[src/rtl/adc_rd_pkg.sv]
package adc_rd_pkg;
  typedef enum logic [1:0] {
    ST_IDLE = 2'd0,
    ST_CONV = 2'd1,
    ST_TAIL = 2'd2
  } rd_state_t;
endpackage

[src/rtl/sclk_div.sv]
module sclk_div #(
  parameter int HALF_CYC = 14
) (
  input  logic clk,
  input  logic rst_n,
  input  logic run,
  output logic sclk,
  output logic rise,
  output logic fall
);
  localparam int CNT_W = $clog2(HALF_CYC + 1);
  localparam logic [CNT_W-1:0] CNT_TOP = CNT_W'(HALF_CYC - 1);

  logic [CNT_W-1:0] cnt_q, cnt_d;
  logic             sclk_q, sclk_d;
  logic             tick;

  assign tick = run && (cnt_q == CNT_TOP);

  always_comb begin
    cnt_d  = cnt_q;
    sclk_d = sclk_q;
    if (!run) begin
      cnt_d  = '0;
      sclk_d = 1'b0;
    end else if (tick) begin
      cnt_d  = '0;
      sclk_d = ~sclk_q;
    end else begin
      cnt_d  = cnt_q + 1'b1;
    end
  end

  always_ff @(posedge clk or negedge rst_n) begin
    if (!rst_n) begin
      cnt_q  <= '0;
      sclk_q <= 1'b0;
    end else begin
      cnt_q  <= cnt_d;
      sclk_q <= sclk_d;
    end
  end

  assign sclk = sclk_q;
  assign rise = tick && !sclk_q;
  assign fall = tick && sclk_q;
endmodule

[src/rtl/msb_shifter.sv]
module msb_shifter #(
  parameter int W = 14
) (
  input  logic         clk,
  input  logic         rst_n,
  input  logic         en,
  input  logic         din,
  output logic [W-1:0] word
);
  logic [W-1:0] word_q, word_d;

  always_comb begin
    word_d = word_q;
    if (en) word_d = {word_q[W-2:0], din};
  end

  always_ff @(posedge clk or negedge rst_n) begin
    if (!rst_n) word_q <= '0;
    else        word_q <= word_d;
  end

  assign word = word_q;
endmodule

[src/rtl/adc_frame_ctrl.sv]
module adc_frame_ctrl
  import adc_rd_pkg::*;
#(
  parameter int DATA_W    = 14,
  parameter int HALF_CYC  = 14,
  parameter int ACQ_FALLS = 6,
  parameter int FIRST_IDX = 8,
  parameter int GAP_CLKS  = 16
) (
  input  logic              clk,
  input  logic              rst_n,
  input  logic              start,
  input  logic              sdo,
  output logic              cs_n,
  output logic              sclk,
  output logic              busy,
  output logic              valid,
  output logic [DATA_W-1:0] result
);
  localparam int CAP_IDX  = (FIRST_IDX > ACQ_FALLS) ? FIRST_IDX : ACQ_FALLS + 1;
  localparam int LAST_IDX = CAP_IDX + DATA_W - 1;
  localparam int RISE_W   = $clog2(LAST_IDX + 1);
  localparam int GAP_W    = $clog2(GAP_CLKS + 1);
  localparam logic [RISE_W-1:0] CAP_V  = RISE_W'(CAP_IDX);
  localparam logic [RISE_W-1:0] LAST_V = RISE_W'(LAST_IDX);
  localparam logic [GAP_W-1:0]  GAP_V  = GAP_W'(GAP_CLKS - 1);

  // reset: asserted at once, released after two clock edges
  logic [1:0] rst_pipe;
  logic       rst_core_n;

  always_ff @(posedge clk or negedge rst_n) begin
    if (!rst_n) rst_pipe <= 2'b00;
    else        rst_pipe <= {rst_pipe[0], 1'b1};
  end
  assign rst_core_n = rst_pipe[1];

  rd_state_t         state_q, state_d;
  logic [RISE_W-1:0] n_rise_q, n_rise_d;
  logic [GAP_W-1:0]  gap_q, gap_d;
  logic              cs_n_q, cs_n_d;
  logic              valid_q, valid_d;
  logic              run, rise, fall, cap_en;
  logic [RISE_W-1:0] rise_idx;

  assign run      = (state_q == ST_CONV);
  assign rise_idx = n_rise_q + 1'b1;
  assign cap_en   = rise && (rise_idx >= CAP_V) && (rise_idx <= LAST_V);

  sclk_div #(.HALF_CYC(HALF_CYC)) u_div (
    .clk  (clk),
    .rst_n(rst_core_n),
    .run  (run),
    .sclk (sclk),
    .rise (rise),
    .fall (fall)
  );

  msb_shifter #(.W(DATA_W)) u_shift (
    .clk  (clk),
    .rst_n(rst_core_n),
    .en   (cap_en),
    .din  (sdo),
    .word (result)
  );

  always_comb begin
    state_d  = state_q;
    n_rise_d = n_rise_q;
    gap_d    = gap_q;
    cs_n_d   = cs_n_q;
    valid_d  = 1'b0;
    unique case (state_q)
      ST_IDLE: begin
        if (start) begin
          state_d  = ST_CONV;
          cs_n_d   = 1'b0;
          n_rise_d = '0;
        end
      end
      ST_CONV: begin
        if (rise) n_rise_d = rise_idx;
        if (fall && n_rise_q == LAST_V) begin
          state_d = ST_TAIL;
          cs_n_d  = 1'b1;
          gap_d   = '0;
        end
      end
      ST_TAIL: begin
        if (gap_q == GAP_V) begin
          state_d = ST_IDLE;
          valid_d = 1'b1;
        end else begin
          gap_d = gap_q + 1'b1;
        end
      end
      default: begin
        state_d = ST_IDLE;
        cs_n_d  = 1'b1;
      end
    endcase
  end

  always_ff @(posedge clk or negedge rst_core_n) begin
    if (!rst_core_n) begin
      state_q  <= ST_IDLE;
      n_rise_q <= '0;
      gap_q    <= '0;
      cs_n_q   <= 1'b1;
      valid_q  <= 1'b0;
    end else begin
      state_q  <= state_d;
      n_rise_q <= n_rise_d;
      gap_q    <= gap_d;
      cs_n_q   <= cs_n_d;
      valid_q  <= valid_d;
    end
  end

  assign cs_n  = cs_n_q;
  assign busy  = (state_q != ST_IDLE);
  assign valid = valid_q;
endmodule

[config.mk]
export PLATFORM = sky130hd
export DESIGN_NAME = adc_frame_ctrl
export DESIGN_NICKNAME = d
export VERILOG_FILES = /design/src/rtl/adc_rd_pkg.sv /design/src/rtl/sclk_div.sv /design/src/rtl/msb_shifter.sv /design/src/rtl/adc_frame_ctrl.sv
export SDC_FILE = /design/constraint.sdc
export NUM_CORES = 1
export LEC_CHECK = 0
export ABC_AREA = 1
export BUFFER_PORTS_ARGS = -buffer_cell sky130_fd_sc_hd__buf_2
export CORE_UTILIZATION = 60
export DETAILED_ROUTE_END_ITERATION = 12
export PLACE_DENSITY = 0.85
export SYNTH_ARGS = -nofsm -noshare
export SYNTH_HDL_FRONTEND = slang
export SYNTH_SLANG_ARGS = --single-unit
[constraint.sdc]
create_clock -name clk -period 2.1 [get_ports clk]
set_input_delay 0.315 -clock clk [delete_from_list [all_inputs] [get_ports clk]]
set_output_delay 0.315 -clock clk [all_outputs]
set_load 0.03 [all_outputs]
==> summary.md, run 1 <==
| Metric | Value |
|---|---|
| CP Data Required Time | `2.39 ns` |
| Avg Vias per Cell | `5.48` |
| DR WL/cell | `13.5 um` |
| Mux share of post-synthesis cell area | `0.600%` |
| Final setup violation count | `0` |
| GRT Resource Usage Total | `24.9%` |
| Post-synthesis simple-gate area fraction | `29.8%` |
| PwrDens | `940 mW/mm2` |
| Die area | `0.00300 mm2` |
| Largest net degree at the start of global routing | `34` |
| Slowest CP cell | `dfrtp_1` |
| RSZ-0062 raised after global routing | `no` |
| Clock root buffer | `clkbuf_4` |
| FMAX | `0.584 GHz` |
| Post-synthesis sequential area ratio | `52.5%` |
| DR iter-0 viols | `32` |
| First-pass DRT Iterations | `4` |
| First-pass GRT wire length | `5.11 mm` |
| Max_cap viols | `0` |
| Cell repeated most along the worst path | `nand2_1` |
| Crit end category | `register` |
| WS Path Type | `register to register` |
| Clock Skew | `0.0109 ns` |
| Final Core Density | `74.0%` |
| Die width | `54.7 um` |
| Wire length on met2 | `1.72 mm` |
| Diodes inserted | `0` |
| Number of synthesized register bits | `35` |
| CTS sink count | `35` |
| WHS | `0.211 ns` |
| Crit path arrival time | `2.00 ns` |
| Max FO, Critical Path | `15` |
| XOR/XNOR Fraction of Synth Area | `2.10%` |
| Yosys warning count | `0` |
| Post_cts resized | `0` |
| Post-Syn Instances | `183` |
| Nets | `221` |
| Core area | `0.00254 mm2` |
| Hold WC Path Type | `primary input to register` |
| Ports | `22` |
| Routed wire length | `3.25 mm` |
| Total CTS buffers | `5` |
| Setup bufs post-CTS | `0` |
| Status | `completed` |
| Crit path launch type | `register` |
| FP Rows | `18` |
| Fillers | `190` |
| Static Leakage | `1.08 nW` |
| Area delta synth->final | `12.9%` |
| Synth Area in Compound Gates | `3.45%` |
| Synth Area in Adders | `5.25%` |
| Yosys cell types | `28` |
| Number of slew-limit violations in the final report | `0` |
| Number of global-route vias before repair | `1200` |
| Mapped Nets | `194` |
| Clock Path Buffers | `2` |
| Clock latency at the later pin of the worst-skew pair | `0.34 ns` |
| Post-layout min period | `1.71 ns` |
| Period utilisation layout | `81.5%` |
| Worst Path Buf+Inv | `1` |
| Final hold violation count | `0` |
| Initial Utilization | `65.6%` |
| Crit-path cells | `ha_1 > nand2_2 > clkinv_1 > nor2_2 > nand2_1 > nand2_1 > nand2_4 > nand2_4 > nand2_1 > nand2_1` |
| DRC viols | `0` |
| Syn avg cell area | `9.12 um2` |
| Hold buffer count at CTS | `1` |
| Gp weighted congestion | `0.929` |
| Crit path largest cell delay | `0.49 ns` |
| Port Buf Inserts | `21` |
| Detailed-route via count | `1320` |
| Die Y | `54.7 um` |
| WL met1 | `1.40 mm` |
| Met3 Wirelength | `91 um` |
| Placed wire-length estimate | `2.33 mm` |
| Clock transition at the registers of the reported paths | `0.12 ns` |
| H-Tree Level Count | `2` |
| Max Used Layer | `met4` |
| Post-Syn Area | `0.00167 mm2` |
| Fin Setup TNS | `0 ns` |
| CTS tree | `yes` |
| Initial antenna violation count | `0` |
| Largest family of logic cells by synthesized area | `simple AND/OR/NAND/NOR gates` |
| VDD IR max | `1060 uV` |
| ANT nets after route | `0` |
| Gr ovfl total | `0` |
| Crit-path leading delay family | `simple AND/OR/NAND/NOR gates` |
| Layout cell share with drive strength beyond 1 | `20.9%` |
registers in the layout, summed over array words and instances (netlist names):
register / cells
n_rise_q: 5
u_shift.word: 14
rst_pipe: 2
cs_n: 1
gap_q: 5
u_div.sclk: 1
state_q: 2
valid: 1
u_div.cnt_q: 4
Yosys cell counts:
library cell	number	area [um2]
nor3_1	3	15.0
nand2_4	3	33.8
dfrtp_1	34	851
nand3_2	3	30.0
nand2_1	52	195
conb_1	1	3.75
o31ai_1	1	7.51
a21oi_1	2	10.0
nand4_1	2	12.5
xnor2_1	1	8.76
o22ai_1	1	6.26
buf_4	2	15.0
inv_2	1	3.75
xor2_1	3	26.3
o21ai_2	1	8.76
nor2_1	13	48.8
mux2i_1	1	10.0
nor2_8	1	20.0
o21ai_0	5	25.0
ha_1	7	87.6
nand3_1	21	105
clkinv_1	1	3.75
nand2_2	2	12.5
dfstp_2	1	26.3
nor2_2	1	6.26
buf_6	1	11.3
nand3_4	1	17.5
inv_1	18	67.6
path summary, 6_finish.rpt:
check	startpoint	end	slack, ns	cells after the start
hold / removal	sdo	u_shift.word[0]	0.21	3
max in group asynchronous	rst_pipe[1]	cs_n	1.48	1
setup reg to reg	n_rise_q[0]	u_shift.word[4]	0.39	10
setup / recovery	n_rise_q[0]	u_shift.word[4]	0.39	10
min in group asynchronous	rst_n	rst_pipe[1]	0.27	2
hold reg to reg	rst_pipe[1]	gap_q[4]	0.29	1
power breakdown:
| group | switching (W) | internal, W |
|---|---|---|
| combinational | 0.000261 | 0.000146 |
| clock | 0.000238 | 0.000251 |
| sequential | 0.000110 | 0.000765 |
metal layers:
layer | GRT usage [%] | vias to the layer above
li1 | - | 633
met1 | 29.4 | 657
met2 | 41.8 | 26
met3 | 6.11 | 4
met4 | 12.0 | 0
met5 | 0 | -
stage by stage:
| stage | std cells | instance area (um2) | setup slack (ns) | power (W) |
|---|---|---|---|---|
| 6_report | 241 | 1880 | 0.388 | 0.00177 |
| 5_1_grt | 241 | 1880 | 0.214 | 0.00187 |
| 4_1_cts | 241 | 1880 | 0.406 | 0.00178 |
| 3_5_place_dp | 232 | 1790 | 0.431 | 0.00129 |
| 3_3_place_gp | 232 | 1790 | 0.496 | 0.00126 |
| 2_1_floorplan | 183 | 1670 | 0.548 | 0.00119 |
placed cells by master, fill, tap and decap left out, types with 2 or more instances in the layout:
cell type,netlist,final
xor2_1,3,3
nand4_1,2,2
nand2_2,2,2
o21ai_0,5,5
a21oi_1,2,2
nor2_1,13,13
buf_2,0,21
nand2_1,52,52
dfrtp_1,34,34
nor3_1,3,3
nand3_2,3,3
ha_1,7,7
inv_1,18,18
nand2_4,3,3
nand3_1,21,21
clkbuf_4,0,5
worst register-to-register path, stage by stage, from the launching register on:
cell      delay [ns]
dfrtp_1         0.49
ha_1            0.28
nand2_2         0.08
clkinv_1        0.10
nor2_2          0.11
nand2_1         0.06
nand2_1         0.10
nand2_4         0.13
nand2_4         0.18
nand2_1         0.08
nand2_1         0.07
cell families after synthesis:
logic type	after synthesis
flip-flops	35
XOR/XNOR	4
multiplexers	1
adder cells (fa/ha/maj)	7
AND/OR/NAND/NOR	102
other	1
buffers and inverters	23
AO/OA/AOI/OAI	10
layout make-up:
type                            instances  area (um2)  share of cell area, %
Timing Repair Buffer                   23         123                   6.51
Clock inverter                          3        43.8                   2.32
Tap cell                               30        37.5                   1.99
Inverter                               20        75.1                   3.98
Multi-Input combinational cell        125         691                   36.7
Sequential cell                        35         877                   46.5
Clock buffer                            5        37.5                   1.99
Note: power is estimated with default switching activity, not from simulation.
==> run 2, diff against run 1 <==
Settings changed: CORE_UTILIZATION 60 to 56, PLACE_DENSITY 0.85 to 0.81.
Clock period 2.1 ns to 1.7 ns, I/O delays scaled along.
==> run 2 against run 1 <==
Effect of this change:
- utilization fell by 4.9 points
- flip-flop and latch count did not move
- routed wire length fell by 0.77%
- total power rose by 16%
==> summary.md, run 2 (synthesis gave the netlist of run 1 again) <==
| Metric | Value |
|---|---|
| Status | `completed` |
| FP Rows | `19` |
| Crit path arrival time | `1.86 ns` |
| Die width | `56.6 um` |
| Clock Skew | `0.0122 ns` |
| Largest net degree at the start of global routing | `21` |
| Die Y | `56.6 um` |
| CTS tree | `yes` |
| First-pass GRT wire length | `5.49 mm` |
| Final hold violation count | `0` |
| Final setup violation count | `0` |
| Area delta synth->final | `15.3%` |
| Core area | `0.00278 mm2` |
| DR iter-0 viols | `88` |
| Initial Utilization | `60.0%` |
| Gp weighted congestion | `0.898` |
| Slowest CP cell | `dfrtp_1` |
| Layout cell share with drive strength beyond 1 | `23.7%` |
| Post-layout min period | `1.61 ns` |
| R2R Setup Slk | `0.09 ns` |
| Ports | `22` |
| Number of slew-limit violations in the final report | `0` |
| Diodes inserted | `0` |
| Crit end category | `register` |
| Worst slew margin | `61.1%` |
| CTS sink count | `35` |
| FF-to-FF path depth | `9` |
| Clock Path Buffers | `2` |
| Crit-path cells | `ha_1 > nand2_1 > nor2_1 > ha_1 > nor2_2 > inv_1 > nor2_1 > xor2_1 > nor2_1` |
| Hold Crit Depth | `3` |
| Number of global-route vias before repair | `1251` |
| Detailed-route via count | `1337` |
| Fillers | `216` |
| Hold WC Path Type | `primary input to register` |
| H-Tree Level Count | `2` |
| Static Leakage | `1.08 nW` |
| Max FO, Critical Path | `4` |
| Number of flip-flops in the largest register | `14` |
| Final Core Density | `69.2%` |
| Port Buf Inserts | `21` |
| PwrDens | `1070 mW/mm2` |
| WS Path Type | `register to register` |
| GRT Resource Usage Total | `22.7%` |
| Worst-Margin Slew | `0.584 ns` |
| Crit path launch type | `register` |
| CP Data Required Time | `1.95 ns` |
| Commonest non-fill, non-tap cell in the layout | `nand2_1` |
| Routed wire length | `3.23 mm` |
| Die area | `0.00320 mm2` |
| Setup WS post-layout | `0.0856 ns` |
| Commonest non-fill, non-tap cells in the layout | `nand2_1, dfrtp_1, nand3_1, buf_2, inv_1` |
| ANT nets after route | `0` |
| Max_cap viols | `0` |
| VDD IR max | `894 uV` |
| Clock latency at the later pin of the worst-skew pair | `0.35 ns` |
| Placement Setup Slack | `-0.00331 ns` |
| Period utilisation layout | `95.0%` |
| FMAX | `0.619 GHz` |
| First-pass DRT Iterations | `5` |
| DRC viols | `0` |
| Initial antenna violation count | `0` |
| Nets | `225` |
| Clock root buffer | `clkbuf_4` |
| Crit path largest cell delay | `0.41 ns` |
| Avg Vias per Cell | `5.43` |
| Total CTS buffers | `5` |
| Cell repeated most along the worst path | `nor2_1` |
| Placed wire-length estimate | `2.30 mm` |
| Gr ovfl total | `0` |
| DR WL/cell | `13.1 um` |
| Clock transition at the registers of the reported paths | `0.11 ns` |
## run 2: cell count changes in the layout (fill, tap and decap cells not counted), sizes merged
cell      previous run  this run
nand2               57        58
clkinvlp             0         1
bufinv               1         0
clkbuf               5         6
buf                 22        25
clkinv               3         2
## run 2: repair_timing
action / in CTS / in global routing
endpoints found under the setup margin: 10 / 15
hold endpoints to repair: 2 / 0
buffers inserted: 0 / 2
gates resized for setup: 2 / 4
hold buffers: 1 / 0
gates cloned: 0 / 1
pin swaps: 0 / 2
## run 2: critical path, delay by kind of cell, from the launching register on
kind          cells  cell delay (ns)
xor+xnor          1             0.16
simple gates      5             0.44
flops             1             0.41
fa+ha+maj         2             0.42
buf+inv           1             0.08
## run 2: where the power goes
part	total [W]	internal (W)	switching [W]
sequential	0.00107	0.000950	0.000123
clock	0.000451	0.000159	0.000291
combinational	0.000539	0.000200	0.000339
total	0.00206	0.00131	0.000753
## run 2: final timing paths
check | end | from
setup / recovery | gap_q[3] | gap_q[0]
min in group asynchronous | rst_pipe[0] | rst_n
hold / removal | u_shift.word[0] | sdo
hold reg to reg | gap_q[2] | rst_pipe[1]
setup reg to reg | gap_q[3] | gap_q[0]
max in group asynchronous | n_rise_q[0] | rst_pipe[1]
## run 2: per-stage QoR
step                total power (W)  hold slack (ns)  TNS [ns]  cells  cell area [um2]
global placement            0.00156           0.0397         0    234             1810
floorplan                   0.00146          -0.0406         0    183             1670
CTS                         0.00204            0.155         0    243             1890
global route                0.00220            0.141   -0.0642    246             1920
detailed placement          0.00160           0.0435  -0.00569    234             1810
finish                      0.00206            0.156         0    246             1920
## run 2: final cells by class
type,count,area [um2],area share [%]
clock inverters,2,12.5,0.650
flip-flops and latches,35,880,45.7
clock buffers,6,41.3,2.15
well taps,31,38.8,2.02
multi-input cells,126,719,37.4
inverters,20,75.1,3.90
repair buffers,26,158,8.19
## run 2: routing by layer
metal / wire (um) / global-route usage [%]
met1: 1360 / 29.5
met2: 1640 / 35.1
met3: 167 / 7.60
met4: 59 / 8.71
met5: 0 / 0
==> run 3, diff against run 2 <==
Settings changed: CORE_MARGIN from default to 5.
==> run 3 against run 2 <==
Effect of this change:
- global-route usage fell by 3.9 points
- clock power grew 65%
- flip-flop and latch count did not move
- via count down 3.0%
- final cell count up 0.81%
- worst setup slack better by 0.0049 ns
- clock skew decreased by 0.0043 ns
- register-to-register slack barely moved
- largest power group unchanged
==> summary.md, run 3 (synthesis gave the netlist of run 1 again) <==
| Metric | Value |
|---|---|
| Gr ovfl total | `0` |
| Fin area | `0.00198 mm2` |
| Port Buf Inserts | `21` |
| DRC viols | `0` |
| Die width | `64.6 um` |
| Worst Path Buf+Inv | `2` |
| CP Data Required Time | `1.98 ns` |
| Status | `completed` |
| Diodes inserted | `0` |
| Die area | `0.00417 mm2` |
| Number of slew-limit violations in the final report | `0` |
| Final hold violation count | `0` |
| VDD IR max | `934 uV` |
| PwrDens | `1200 mW/mm2` |
| Crit path largest cell delay | `0.41 ns` |
| Crit path launch type | `register` |
| Area occupied by multi-input gates | `724 um2` |
| Die Y | `64.6 um` |
| Commonest non-fill, non-tap cells in the layout | `nand2_1, dfrtp_1, nand3_1, buf_2, inv_1` |
| Fin Setup TNS | `0 ns` |
| Post-layout min period | `1.61 ns` |
| Core area | `0.00281 mm2` |
| WS Path Type | `register to register` |
| CTS tree | `yes` |
| Crit end category | `register` |
| Placed standard-cell area | `0.00182 mm2` |
| Fin cells | `248` |
| Slowest CP cell | `dfrtp_1` |
| Crit path arrival time | `1.89 ns` |
| ANT nets after route | `0` |
| Commonest non-fill, non-tap cell in the layout | `nand2_1` |
| Period utilisation layout | `94.7%` |
| Nets | `227` |
| Clock latency at the later pin of the worst-skew pair | `0.34 ns` |
| FMAX | `0.621 GHz` |
| Clock root buffer | `clkbuf_4` |
| Avg Vias per Cell | `5.23` |
| Static Leakage | `1.12 nW` |
| Clock Skew | `0.00793 ns` |
| Crit-path cells | `inv_1 > ha_1 > nand3_4 > nor2_8 > nand3_2 > nand2_4 > buf_12 > nand3_1 > nand2_1` |
| Ports | `22` |
| Number of global-route vias before repair | `1323` |
| FP Rows | `19` |
| Fillers | `208` |
| Total CTS buffers | `5` |
| Max_cap viols | `0` |
| Initial antenna violation count | `0` |
| Reg area | `877 um2` |
| Area delta synth->final | `18.7%` |
| Initial Utilization | `59.5%` |
| Hold WC Path Type | `primary input to register` |
| First-pass GRT wire length | `6.09 mm` |
| Layout cell share with drive strength beyond 1 | `25.3%` |
| Detailed-route via count | `1297` |
| Clock transition at the registers of the reported paths | `0.11 ns` |
| First-pass DRT Iterations | `4` |
| Routed wire length | `3.42 mm` |
| Final Core Density | `70.7%` |
| Final setup violation count | `0` |
| Clock Path Buffers | `2` |
| Crit-path leading delay family | `simple AND/OR/NAND/NOR gates` |
| Largest net degree at the start of global routing | `34` |
| DR iter-0 viols | `110` |
| CTS sink count | `35` |
| Placed wire-length estimate | `2.36 mm` |
| GRT Resource Usage Total | `18.7%` |
| Gp weighted congestion | `0.812` |
| H-Tree Level Count | `2` |
| DR WL/cell | `13.8 um` |
| Max FO, Critical Path | `14` |
| Number of flip-flops in the largest register | `14` |
| Dpl cells | `235` |
[run 3: cell count changes in the layout (fill, tap and decap cells not counted), moves of 2 or more]
cell,change
inv_2,+3
bufinv_16,+2
dfrtp_1,+2
dfrtp_2,-2
inv_1,-2
nand2_4,+2
[run 3: tightest hold or removal path: cells and delay by family]
kind,cells,cell delay [ns]
buf+inv,1,0.08
simple gates,2,0.14
[run 3: cell type report]
cell class	instances	area share [%]
Sequential cell	35	44.3
Multi-Input combinational cell	127	36.6
Timing Repair Buffer	27	8.33
Inverter	20	3.79
Clock inverter	2	3.03
Clock buffer	6	2.08
Tap cell	31	1.96
[run 3: path summary, 6_finish.rpt]
path	startpoint	end	slack, ns	cells past startpoint
max in group asynchronous	rst_pipe[1]	cs_n	1.08	1
setup / recovery	u_div.cnt_q[1]	u_shift.word[4]	0.09	9
min in group asynchronous	rst_n	rst_pipe[0]	0.24	2
hold / removal	sdo	u_shift.word[0]	0.15	3
setup reg to reg	u_div.cnt_q[1]	u_shift.word[4]	0.09	9
hold reg to reg	rst_pipe[1]	u_shift.word[0]	0.28	1
[run 3: layer usage]
| metal | global-route usage [%] | wire [um] | up-vias |
|---|---|---|---|
| li1 | - | - | 649 |
| met4 | 5.54 | 19 | 0 |
| met3 | 5.35 | 154 | 2 |
| met5 | 0 | 0 | - |
| met2 | 31.1 | 1770 | 28 |
| met1 | 24.0 | 1470 | 618 |
[run 3: repair_timing]
item                                    4_1_cts  5_1_grt
hold buffers                                  1        0
buffers inserted                              0        2
resized for setup                             0        7
hold endpoints to repair                      2        0
endpoints found under the setup margin        0       17
[run 3: per-stage QoR]
step                setup WS, ns  total power (W)  hold slack, ns
finish                    0.0905          0.00238           0.150
global route            -0.00496          0.00254           0.134
CTS                       0.0392          0.00237           0.145
detailed placement        0.0650          0.00162          0.0434
global placement          0.0945          0.00158          0.0402
floorplan                  0.148          0.00146         -0.0406
[run 3: power by group]
part           switching, W  internal (W)
combinational      0.000360      0.000208
sequential         0.000121      0.000946
clock              0.000284      0.000459
total              0.000764       0.00161
